[src/rtl/interval_timer_pkg.sv]
package interval_timer_pkg;

  localparam int A_CTRL  = 0;
  localparam int A_STAT  = 1;
  localparam int A_CMP   = 2;
  localparam int A_DIV   = 3;
  localparam int A_IMODE = 4;
  localparam int A_COUNT = 5;

  typedef struct packed {
    logic [1:0] mode;
    logic       div_en;
    logic       clr_on_stop;
    logic       run;
  } ctrl_t;

  // Clocks per tick: 2 << code when dividing, else one.
  function automatic logic [31:0] tick_period(input logic [31:0] code, input logic div_en);
    return div_en ? (32'd2 << code) : 32'd1;
  endfunction

endpackage

[src/rtl/it_prescaler.sv]
module it_prescaler
  import interval_timer_pkg::*;
#(
  parameter int DIV_W = 3
) (
  input  logic             clk,
  input  logic             rst_n,
  input  logic             run,
  input  logic             div_en,
  input  logic [DIV_W-1:0] code,
  output logic             tick
);
  localparam int PW = (1 << DIV_W) + 2;

  logic [PW-1:0] presc_q;
  logic [PW-1:0] limit;
  logic [31:0]   period;

  always_comb begin
    period = tick_period(32'(code), div_en);
    limit  = PW'(period - 32'd1);
  end

  // >= keeps ticking sane if the code shrinks while running
  assign tick = run && (presc_q >= limit);

  always_ff @(posedge clk or negedge rst_n) begin
    if (!rst_n)            presc_q <= '0;
    else if (!run || tick) presc_q <= '0;
    else                   presc_q <= presc_q + 1'b1;
  end

endmodule

[src/rtl/it_counter.sv]
module it_counter #(
  parameter int CNT_W = 16
) (
  input  logic             clk,
  input  logic             rst_n,
  input  logic             run,
  input  logic             clr_on_stop,
  input  logic             tick,
  input  logic             zero_clr,
  input  logic [CNT_W-1:0] cmp,
  output logic [CNT_W-1:0] count,
  output logic             match_ev
);
  logic armed_q;
  logic stop_clr;

  always_ff @(posedge clk or negedge rst_n) begin
    if (!rst_n) armed_q <= 1'b0;
    else        armed_q <= armed_q | (run & clr_on_stop);
  end

  assign stop_clr = !run && clr_on_stop && armed_q;
  assign match_ev = tick && (count == cmp);

  always_ff @(posedge clk or negedge rst_n) begin
    if (!rst_n)                    count <= '0;
    else if (stop_clr)             count <= '0;
    else if (match_ev && zero_clr) count <= '0;
    else if (tick)                 count <= count + 1'b1;
  end

  assert_zero_clear_R5: assert property (@(posedge clk) disable iff (!rst_n)
    (match_ev && zero_clr) |=> (count == '0));

  assert_stop_clear_R4: assert property (@(posedge clk) disable iff (!rst_n)
    stop_clr |=> (count == '0));

  assert_hold_between_ticks_R3: assert property (@(posedge clk) disable iff (!rst_n)
    (!tick && !stop_clr) |=> $stable(count));

endmodule

[src/rtl/it_regs.sv]
module it_regs
  import interval_timer_pkg::*;
#(
  parameter int ADDR_W = 3,
  parameter int DATA_W = 32,
  parameter int CNT_W  = 16,
  parameter int DIV_W  = 3
) (
  input  logic              clk,
  input  logic              rst_n,
  input  logic              we,
  input  logic [ADDR_W-1:0] addr,
  input  logic [DATA_W-1:0] wdata,
  input  logic              match_ev,
  input  logic [CNT_W-1:0]  count,
  output ctrl_t             ctrl,
  output logic [CNT_W-1:0]  cmp,
  output logic [DIV_W-1:0]  div_code,
  output logic              irq_en,
  output logic              zero_clr,
  output logic [DATA_W-1:0] rdata,
  output logic              status
);
  logic wr_ctrl, wr_stat, wr_cmp, wr_div, wr_imode;
  logic set_ev, clr_ev;

  assign wr_ctrl  = we && (addr == ADDR_W'(A_CTRL));
  assign wr_stat  = we && (addr == ADDR_W'(A_STAT));
  assign wr_cmp   = we && (addr == ADDR_W'(A_CMP));
  assign wr_div   = we && (addr == ADDR_W'(A_DIV));
  assign wr_imode = we && (addr == ADDR_W'(A_IMODE));

  assign set_ev = match_ev && irq_en;
  assign clr_ev = wr_stat && !wdata[0];

  always_ff @(posedge clk or negedge rst_n) begin
    if (!rst_n) begin
      ctrl     <= '0;
      cmp      <= '1;
      div_code <= '0;
      irq_en   <= 1'b0;
      zero_clr <= 1'b0;
    end else begin
      if (wr_ctrl)  ctrl     <= '{mode: wdata[5:4], div_en: wdata[2],
                                  clr_on_stop: wdata[1], run: wdata[0]};
      if (wr_cmp)   cmp      <= wdata[CNT_W-1:0];
      if (wr_div)   div_code <= wdata[DIV_W-1:0];
      if (wr_imode) begin
        irq_en   <= wdata[0];
        zero_clr <= wdata[1];
      end
    end
  end

  // hardware set outranks a software clear
  always_ff @(posedge clk or negedge rst_n) begin
    if (!rst_n)      status <= 1'b0;
    else if (set_ev) status <= 1'b1;
    else if (clr_ev) status <= 1'b0;
  end

  always_comb begin
    rdata = '0;
    case (addr)
      ADDR_W'(A_CTRL):  rdata = DATA_W'({ctrl.mode, 1'b0, ctrl.div_en, ctrl.clr_on_stop, ctrl.run});
      ADDR_W'(A_STAT):  rdata = DATA_W'(status);
      ADDR_W'(A_CMP):   rdata = DATA_W'(cmp);
      ADDR_W'(A_DIV):   rdata = DATA_W'(div_code);
      ADDR_W'(A_IMODE): rdata = DATA_W'({zero_clr, irq_en});
      ADDR_W'(A_COUNT): rdata = DATA_W'(count);
      default:          rdata = '0;
    endcase
  end

  assert_match_sets_status_R7: assert property (@(posedge clk) disable iff (!rst_n)
    set_ev |=> status);

  assert_clear_write_R8: assert property (@(posedge clk) disable iff (!rst_n)
    (clr_ev && !set_ev) |=> !status);

endmodule

[src/rtl/interval_timer.sv]
module interval_timer
  import interval_timer_pkg::*;
#(
  parameter int ADDR_W = 3,
  parameter int DATA_W = 32,
  parameter int CNT_W  = 16,
  parameter int DIV_W  = 3
) (
  input  logic              clk,
  input  logic              rst_n,
  input  logic              reg_we,
  input  logic [ADDR_W-1:0] reg_addr,
  input  logic [DATA_W-1:0] reg_wdata,
  output logic [DATA_W-1:0] reg_rdata,
  output logic              irq
);
  ctrl_t            ctrl;
  logic [CNT_W-1:0] cmp;
  logic [CNT_W-1:0] count;
  logic [DIV_W-1:0] div_code;
  logic             irq_en, zero_clr, tick, match_ev, status;

  it_regs #(.ADDR_W(ADDR_W), .DATA_W(DATA_W), .CNT_W(CNT_W), .DIV_W(DIV_W)) u_regs (
    .clk(clk), .rst_n(rst_n), .we(reg_we), .addr(reg_addr), .wdata(reg_wdata),
    .match_ev(match_ev), .count(count), .ctrl(ctrl), .cmp(cmp),
    .div_code(div_code), .irq_en(irq_en), .zero_clr(zero_clr),
    .rdata(reg_rdata), .status(status)
  );

  it_prescaler #(.DIV_W(DIV_W)) u_presc (
    .clk(clk), .rst_n(rst_n), .run(ctrl.run), .div_en(ctrl.div_en),
    .code(div_code), .tick(tick)
  );

  it_counter #(.CNT_W(CNT_W)) u_cnt (
    .clk(clk), .rst_n(rst_n), .run(ctrl.run), .clr_on_stop(ctrl.clr_on_stop),
    .tick(tick), .zero_clr(zero_clr), .cmp(cmp), .count(count), .match_ev(match_ev)
  );

  assign irq = status;

endmodule

[config.mk]
export PLATFORM = sky130hd
export DESIGN_NAME = interval_timer
export DESIGN_NICKNAME = d
export VERILOG_FILES = /design/src/rtl/interval_timer_pkg.sv /design/src/rtl/it_prescaler.sv /design/src/rtl/it_counter.sv /design/src/rtl/it_regs.sv /design/src/rtl/interval_timer.sv
export SDC_FILE = /design/constraint.sdc
export NUM_CORES = 1
export LEC_CHECK = 0
export ABC_AREA = 1
export BUFFER_PORTS_ARGS = -buffer_cell sky130_fd_sc_hd__buf_4
export CAP_MARGIN = 30
export CORE_UTILIZATION = 45
export DETAILED_ROUTE_END_ITERATION = 10
export GPL_TIMING_DRIVEN = 0
export PLACE_DENSITY_LB_ADDON = 0.3
export SYNTH_ARGS = -nofsm -noshare
export SYNTH_HDL_FRONTEND = slang
export SYNTH_SLANG_ARGS = --single-unit
[constraint.sdc]
create_clock -name clk -period 3.9 [get_ports clk]
set_input_delay 0.195 -clock clk [delete_from_list [all_inputs] [get_ports clk]]
set_output_delay 0.195 -clock clk [all_outputs]
set_load 0.05 [all_outputs]
# Word-level counts from Yosys, hierarchy flattened
# Index checks and enable logic that the tools add are counted.
totals:
  latchBits: 0
  regBits: 54
  out_inout_bits: 33
  inputBits: 38
  mem_bits_ro: 0
  memories: 0
  mem_bits_rw: 0
op_classes:
  addsub: 3
  n_bitwise: 2
  n_eq_ne: 6
  magnitude_cmp: 1
  n_div: 0
  n_shift: 1
  mux: 8
  n_mul: 0
  n_reduce_logical: 18
ops:
  columns: ["op", "count"]
  rows:
  - ["$pmux 16 s6", 1]
  - ["$mux 16", 3]
  - ["$mux 10", 2]
  - ["$add 16x1->16 const B", 1]
  - ["$eq 16x16->1", 1]
  - ["$logic_and 1x1->1", 12]
  - ["$add 10x1->10 const B", 1]
  - ["$ge 10x10->1", 1]
  - ["$shl 2x3->10 const A", 1]
  - ["$sub 10x1->10 const B", 1]
  - ["$eq 3x2->1 const B", 2]
  - ["$eq 3x3->1 const B", 2]
  - ["$eq 3x1->1 const B", 1]
  - ["$logic_not 3->1", 1]
  - ["$reduce_bool 3->1", 1]
  - ["$logic_not 1->1", 2]
  - ["$mux 1", 2]
  - ["$reduce_bool 2->1", 1]
  - ["$and 1x1->1", 1]
  - ["$logic_or 1x1->1", 1]
  - ["$or 1x1->1", 1]

# Longest topological paths before layout
# Gate-level depths: netlist of the first run.
depth:
  ltp_word: 9
  ltp_mapped: 17
  mapped_depth_nobuf: 16

# By module
# Synthesis of the first run repeated with hierarchy kept, for this count alone.
hier_totals:
  cells_unflattened: 522
  hier_area_um2: 3796.1
by_module_without_submodules:
  columns: ["module", "instances", "area_each_um2", "cells_per_inst"]
  rows:
  - ["it_regs", 1, 1597.8, 216]
  - ["it_counter", 1, 1437.6, 209]
  - ["it_prescaler", 1, 760.7, 97]

# Worst setup path after synthesis of the first run
# OpenSTA, ideal clock, no wires.
synth_path:
  path_type: "register to register"
  from: "reg u_regs.ctrl[2] (netlist name)"
  to: "reg u_cnt.count[15]"
  slack_ns: 1.787
  arrival_ns: 1.998
  setup_time_ns: 0.115
  t_required_ns: 3.785
  stages_incl_launch_ff: 17
  path_cell_list: "dfrtp_1 > clkbuf_1 > o21ai_0 > a21o_1 > ha_1 > nand2_1 > nand2_1 > nand2_1 > nand2_1 > nand2_1 > nand3_4 > nand2_4 > inv_2 > nand3_2 > nand2_4 > buf_6 > nor2_1"
synth_between:
  elab_chain_len: 8
  word_cells_on_any_way: 9
  cone_classes: "1 x add/sub; 1 x order compare; 3 x mux; 4 x reduce/logical"
synth_rtl:
  columns: ["element", "line", "source"]
  rows:
  - ["$mux 10 (*)", "interval_timer_pkg.sv:19", "return div_en ? (32'd2 << code) : 32'd1;"]
  - ["$sub 10x1->10 (*)", "it_prescaler.sv:21", "limit = PW'(period - 32'd1);"]
  - ["$ge 10x10->1 (*)", "it_prescaler.sv:25", "assign tick = run && (presc_q >= limit);"]
  - ["$logic_and 1x1->1 (*)", "it_prescaler.sv:25", null]
  - ["$logic_and 1x1->1", "it_counter.sv:23", "assign match_ev = tick && (count == cmp);"]
  - ["$logic_and 1x1->1", "it_counter.sv:28", "else if (match_ev && zero_clr) count <= '0;"]
  - ["$mux 16", "it_counter.sv:28", null]
  - ["$mux 16", "it_counter.sv:27", "else if (stop_clr) count <= '0;"]
  - ["to (signal assigned)", "it_counter.sv:29", "else if (tick) count <= count + 1'b1;"]
  - ["to (decl)", "it_counter.sv:11", "output logic [CNT_W-1:0] count,"]
# Mark *: on every way between the ends. The rest lies on a longest branch, timed or not.
# A chain may end at the register's enable or synchronous reset.

# Worst setup path after layout of the first run
layout_path:
  from: "reg u_regs.ctrl[2] (netlist name)"
  to: "reg u_cnt.count[7]"
layout_between:
  elab_chain_len: 8
  word_cells_on_any_way: 9
  cone_classes: "1 x add/sub; 1 x order compare; 3 x mux; 4 x reduce/logical"
layout_rtl:
  columns: ["element", "line"]
  rows:
  - ["$mux 10 (*)", "interval_timer_pkg.sv:19"]
  - ["$sub 10x1->10 (*)", "it_prescaler.sv:21"]
  - ["$ge 10x10->1 (*)", "it_prescaler.sv:25"]
  - ["$logic_and 1x1->1 (*)", "it_prescaler.sv:25"]
  - ["$logic_and 1x1->1", "it_counter.sv:23"]
  - ["$logic_and 1x1->1", "it_counter.sv:28"]
  - ["$mux 16", "it_counter.sv:28"]
  - ["$mux 16", "it_counter.sv:27"]
# Marked as above.

==> flow_summary.ini, run 1 <==
[outcome]
status = completed

[grt]
antenna_found_initial = 0
grt_pass1_wl_um = 13700
grt_pass1_vias = 2918
grtUsageTotal = 0.207
grt_overflow = 0
grt_max_degree = 55

[clock_network]
clk_pin_slew_ns = 0.11
cts.sinks = 54
tritoncts = yes
cts_resized = 0
h-tree-depth = 2
clk_latency_ns = 0.32
cts_buffers = 5
cts_buffer_depth = 2
cts_root_buf = clkbuf_8

[layout]
n_antenna_cell = 0
drive_gt1_frac = 0.194
final_common_cell = nand2_1
final_cell_mix = nand2_1, buf_4, inv_1, nor2_1, dfrtp_1
fill_cells = 732
post-route-util = 0.552
area_delta_synth_final_pct = 16.3
nNetsFinal = 580
multi_input_area_um2 = 1780
ff_latch_area_um2 = 1370

[flow_run]
maxCapViolations = 0

[logic_synthesis]
synthAdderAreaFrac = 0.0429
synth_top_family_by_area = simple AND/OR/NAND/NOR gates
synth_top_area_share = 0.272
ys_seq_elements = 54
syn_area_um2 = 3500
synth_seq_area_share = 0.392
synth_compound_area_frac = 0.0901
ys_warn_count = 0
synth.avg_cell_area_um2 = 7.48
synth_area_leaders = dfrtp_1, nand2_1, dfstp_2
synth_mux_area_frac = 0.0193
synth_xor_area_frac = 0.0350
synthSimpleGateAreaFrac = 0.303
synthCells = 468
yosysTopAreaCell = dfrtp_1
yosysUniqueCellTypes = 37

[power]
p_per_area_nw_per_um2 = 354
ir_drop_mv = 0.233
leakage_nw = 1.99

[die]
rows = 31
chipHeight_um = 90.2
die_area_um2 = 8130
fp.coreArea_um2 = 7370
io-pin-count = 71
die_w_um = 90.2
start_util = 0.475

[sta]
worst_pin_slew_ns = 0.679
min_period_ns = 2.51
tns_ns = 0
finClkSkew_ns = 0.0117
whs_ns = 0.107
slew_violations = 0
fmax_mhz = 398
setup_violations = 0
rsz0062_at_grt = false
slew_headroom = 0.547
fin_crit_sh = 0.645
hold_viol_final = 0

[placement]
place_hpwl_um = 6010
io_buffers = 38
place.gp.congestion = 0.902

[worst_setup_path]
cp_data_arrival_time_ns = 2.73
r2r-end = u_cnt.count[7]
r2r_slack_ns = 1.39
endpoint_kind = flip-flop
start_kind = flip-flop
crit_start = u_regs.ctrl[2]
cp.required_ns = 4.11
ff2ff_path_depth = 16
path_max_fanout = 10
crit_type = reg -> reg
r2r-start = u_regs.ctrl[2]

[drt]
firstDrtPassIters = 5
wl_met1_um = 3760
wl_met3_um = 339
vias = 3135
dr.first_iter.drc_count = 216
drtAntennaViolNets = 0
wl_per_cell_um = 12.4
wl_met2_um = 3600
drc = 0
routed_via_density = 4.98
totalWireLength_um = 7800
dr.max_layer_used = met4

[hold_path]
holdCritPathClass = in -> reg
whs_endpoint = u_regs.cmp[7]
hold_start = reg_wdata[7]
whs_path_depth = 2
kinds of logic after synthesis:
kind of cell / count (synthesis)
adders and majority gates: 12
buffers and inverters: 85
xor gates and xnor gates: 14
DFF: 54
and+or+nand+nor: 239
AOI/OAI and AO/OA: 56
muxes: 6
other: 2
critical path, cell delays in order (launching register included):
cell,delay [ns]
dfrtp_1,0.36
clkbuf_1,0.30
o21ai_0,0.20
a21o_1,0.20
ha_1,0.28
nand2_1,0.05
nand2_1,0.05
nand2_1,0.04
nand2_1,0.05
nand2_1,0.08
nand3_4,0.16
nand2_4,0.11
inv_2,0.08
nand3_2,0.09
nand2_4,0.13
buf_6,0.16
nor2_1,0.05
registers in the layout (all words and copies together) (netlist names), 3 cells and up:
signal	flops
u_regs.cmp	16
u_regs.div_code	3
u_presc.presc_q	10
u_regs.ctrl	5
u_cnt.count	16
metrics by stage:
| stage | area (um2) | instances | total power, mW | setup WS (ns) |
|---|---|---|---|---|
| final | 4070 | 630 | 1.44 | 1.39 |
| after global placement | 3970 | 621 | 1.12 | 1.48 |
| after global routing | 4070 | 630 | 1.53 | 1.12 |
| after floorplan | 3560 | 484 | 1.01 | 1.79 |
| after detailed placement | 3970 | 621 | 1.13 | 1.42 |
| after CTS | 4070 | 630 | 1.45 | 1.38 |
what timing repair did:
action,CTS,global route
hold buffers,1,0
hold endpoints to repair,38,0
buffers inserted,0,0
synth_stat cells (all sizes together):
library cell / n
dfrtp: 38
a221oi: 2
a21oi: 11
nand3b: 5
conb: 2
and3: 1
nor3: 6
nand3: 30
o22ai: 5
mux2: 6
xnor2: 13
inv: 57
clkbuf: 4
a21o: 2
nor3b: 1
xor2: 1
nor2: 52
o21ai: 30
ha: 12
nand4: 15
nand2: 129
o211ai: 3
o21bai: 2
dfstp: 16
buf: 24
o2111ai: 1
layer usage:
metal / global-route usage / vias to the layer above
met1: 0.282 / 1444
met2: 0.338 / 82
met5: 0 / -
met3: 0.0305 / 10
li1: - / 1599
met4: 0.0645 / 0
worst max path at each step:
stage          slack (ns)  depth (start not counted)              end
6_report             1.39                         16   u_cnt.count[7]
5_1_grt              1.12                         16   u_cnt.count[7]
4_1_cts              1.38                         16  u_cnt.count[15]
3_5_place_dp         1.42                         16   u_cnt.count[4]
3_3_place_gp         1.48                         16  u_cnt.count[15]
2_1_floorplan        1.79                         16  u_cnt.count[15]
layout make-up:
class / instances / share of cell area
multi-input combinational: 345 / 0.438
sequential: 54 / 0.337
timing repair buffer: 39 / 0.0726
inverter: 57 / 0.0526
buffer: 28 / 0.0470
tap: 99 / 0.0304
clock buffer: 5 / 0.0169
clock inverter: 3 / 0.00523
power by group:
group | total [mW] | internal (mW) | switching [mW]
Sequential | 0.706 | 0.647 | 0.0587
Clock | 0.322 | 0.127 | 0.195
Combinational | 0.412 | 0.149 | 0.263
Total | 1.44 | 0.923 | 0.517
Note: power is estimated with default switching activity, not from simulation.
==> run 2, diff against run 1 <==
ABC_AREA = 0   (was 1)
clock period = 2.4 ns   (was 3.9 ns; I/O delays follow)
==> run 2 against run 1 <==
Compared with the run above:
- the run now ends with negative setup slack left
- non-clock buffer count grew 16
- via count down 17%
- register-to-register slack got worse by 1.5 ns
==> flow_summary.ini, run 2 <==
[layout]
fill_cells = 591
n_antenna_cell = 0
reg.largest.list = u_cnt.count (16), u_regs.cmp (16), u_presc.presc_q (10)
nNetsFinal = 446
ff_latch_area_um2 = 1380
final_common_cell = buf_4
area_delta_synth_final_pct = 25.4
final_cell_mix = buf_4, dfrtp_1, mux2_2, nand2_1, xnor2_1
multi_input_area_um2 = 1910
drive_gt1_frac = 0.401

[logic_synthesis]
synth_area_leaders = dfrtp_1, dfstp_2, mux2_2
ys_warn_count = 0
synth_edf_count = 0
yosysTopAreaCell = dfrtp_1
synth_seq_area_share = 0.417
ys_seq_elements = 54
async_flop_share = 1.00
yosysUniqueCellTypes = 45
synth_common_cells = dfrtp_1, nor2_1, mux2_2
synthCells = 321
synth_top_area_share = 0.289
synth.avg_cell_area_um2 = 10.2
post-synth-top-count-cell = dfrtp_1
syn_area_um2 = 3290
synth-main-ff-cell = dfrtp_1

[sta]
slew_headroom = 0.347
hold_viol_final = 0
worst_slack_ns = -0.0784
fin_crit_sh = 1.03
finClkSkew_ns = 0.00500
min_period_ns = 2.48
fmax_mhz = 403
rsz0062_at_grt = true
tns_ns = -0.716
worst_pin_slew_ns = 0.978
whs_ns = 0.0433
setup_violations = 14
slew_violations = 0

[grt]
grt_overflow = 0
grtUsageTotal = 0.197
grtUsageMet2 = 0.327
grt_pass1_vias = 2511
grt_pass1_wl_um = 11800
grt_use_met1 = 0.265
grt_max_degree = 55
grt-busiest-layer = met2
grt_use_met3 = 0.0379
antenna_found_initial = 0

[worst_setup_path]
cp_data_arrival_time_ns = 2.71
slowest_stage = dfrtp_1
crit_top_cell = buf_4
start_kind = flip-flop
r2r_slack_ns = -0.08
r2r-end = u_cnt.count[3]
path_max_fanout = 6
endpoint_kind = flip-flop
r2r-start = u_regs.ctrl[2]
path_cells = clkbuf_8, buf_4, o211ai_1, ha_1, a41oi_2, nor3_2, buf_4, buf_4, o21ai_4, buf_4, or3_1, a21oi_1
slowest_delay_ns = 0.37
cp.required_ns = 2.63
ff2ff_path_depth = 12
crit_type = reg -> reg

[die]
start_util = 0.474
die_area_um2 = 7650
die_w_um = 87.5
io-pin-count = 71
chipHeight_um = 87.5
rows = 30
fp.coreArea_um2 = 6940

[flow_run]
maxCapViolations = 0

[clock_network]
cts_buffer_depth = 2
clk_pin_slew_ns = 0.10
tritoncts = yes
cts.sinks = 54
cts_buffers = 5
cts_root_buf = clkbuf_8
h-tree-depth = 2
clk_latency_ns = 0.30

[power]
p_per_area_nw_per_um2 = 615
leakage_nw = 1.76
ir_drop_mv = 0.332

[drt]
vias = 2595
drc = 0
firstDrtPassIters = 4
routed_via_density = 5.26
totalWireLength_um = 7460
dr.first_iter.drc_count = 105
wl_per_cell_um = 15.1
drtAntennaViolNets = 0

[hold_path]
whs_path_depth = 2
hold_start = reg_wdata[8]
holdCritPathClass = in -> reg
whs_endpoint = u_regs.cmp[8]

[placement]
io_buffers = 37
place_hpwl_um = 5200
place.gp.congestion = 0.803

[outcome]
failed_checks = negative setup slack
status = complete, but fails checks
## run 2: worst max-delay path: cells and delay by family, from the launching register on
kind,cells,cell delay (ns)
and+or+nand+nor,2,0.52
DFF,1,0.37
adders and majority gates,1,0.33
AOI/OAI and AO/OA,4,0.44
buffers and inverters,5,0.74
## run 2: area by class of cell
class | count | share of cell area
buffer | 30 | 0.0495
inverter | 4 | 0.00364
multi-input combinational | 248 | 0.462
clock inverter | 1 | 0.00121
sequential | 54 | 0.333
tap | 96 | 0.0291
timing repair buffer | 53 | 0.0998
clock buffer | 7 | 0.0209
## run 2: cell families after synthesis
| logic type | after synthesis | share of synthesized area |
|---|---|---|
| mux | 31 | 0.104 |
| buf+inv | 36 | 0.0651 |
| flops | 54 | 0.417 |
| compound gates | 59 | 0.133 |
| fa+ha+maj | 12 | 0.0457 |
| other cells | 2 | 0.00228 |
| xor+xnor | 33 | 0.0879 |
| simple gates | 94 | 0.145 |
## run 2: per-layer routing
| layer | vias to the layer above | wire length, um | share of wire |
|---|---|---|---|
| li1 | 1267 | - | - |
| met1 | 1250 | 3440 | 0.46 |
| met2 | 73 | 3590 | 0.48 |
| met3 | 5 | 365 | 0.049 |
| met4 | 0 | 61 | 0.0082 |
| met5 | - | 0 | 0 |
## run 2: worst max-delay path by stage
stage                         startpoint              end  slack, ns  cells past startpoint
after floorplan           u_regs.ctrl[2]   u_cnt.count[2]       0.02                     11
after global placement    u_regs.ctrl[2]  u_cnt.count[10]      -0.26                     11
after detailed placement  u_regs.ctrl[2]   u_cnt.count[6]      -0.30                     11
after CTS                 u_regs.ctrl[2]   u_cnt.count[3]      -0.06                     11
after global routing      u_regs.ctrl[2]   u_cnt.count[3]      -0.20                     12
final                     u_regs.ctrl[2]   u_cnt.count[3]      -0.08                     12
## run 2: metrics by stage
step	power (mW)	area, um2	cells	util	setup WS [ns]
2_1_floorplan	1.69	3350	337	-	0.0178
3_3_place_gp	1.87	3750	470	0.539	-0.261
3_5_place_dp	1.89	3750	470	0.539	-0.298
4_1_cts	2.46	3950	487	0.569	-0.0577
5_1_grt	2.68	4120	493	0.594	-0.199
6_report	2.54	4120	493	0.594	-0.0784
## run 2: timing repair
item,CTS,global route
pin swaps,10,19
cloned,1,1
buffers inserted,8,6
hold endpoints to repair,38,0
endpoints found under the setup margin,26,26
hold buffers,1,0
gates resized for setup,15,26
## run 2: power breakdown
| group | leakage [nW] | internal [mW] | switching (mW) |
|---|---|---|---|
| logic | 1.04 | 0.370 | 0.425 |
| registers | 0.669 | 1.07 | 0.143 |
| clock network | 0.0482 | 0.234 | 0.291 |
| total | 1.76 | 1.68 | 0.859 |
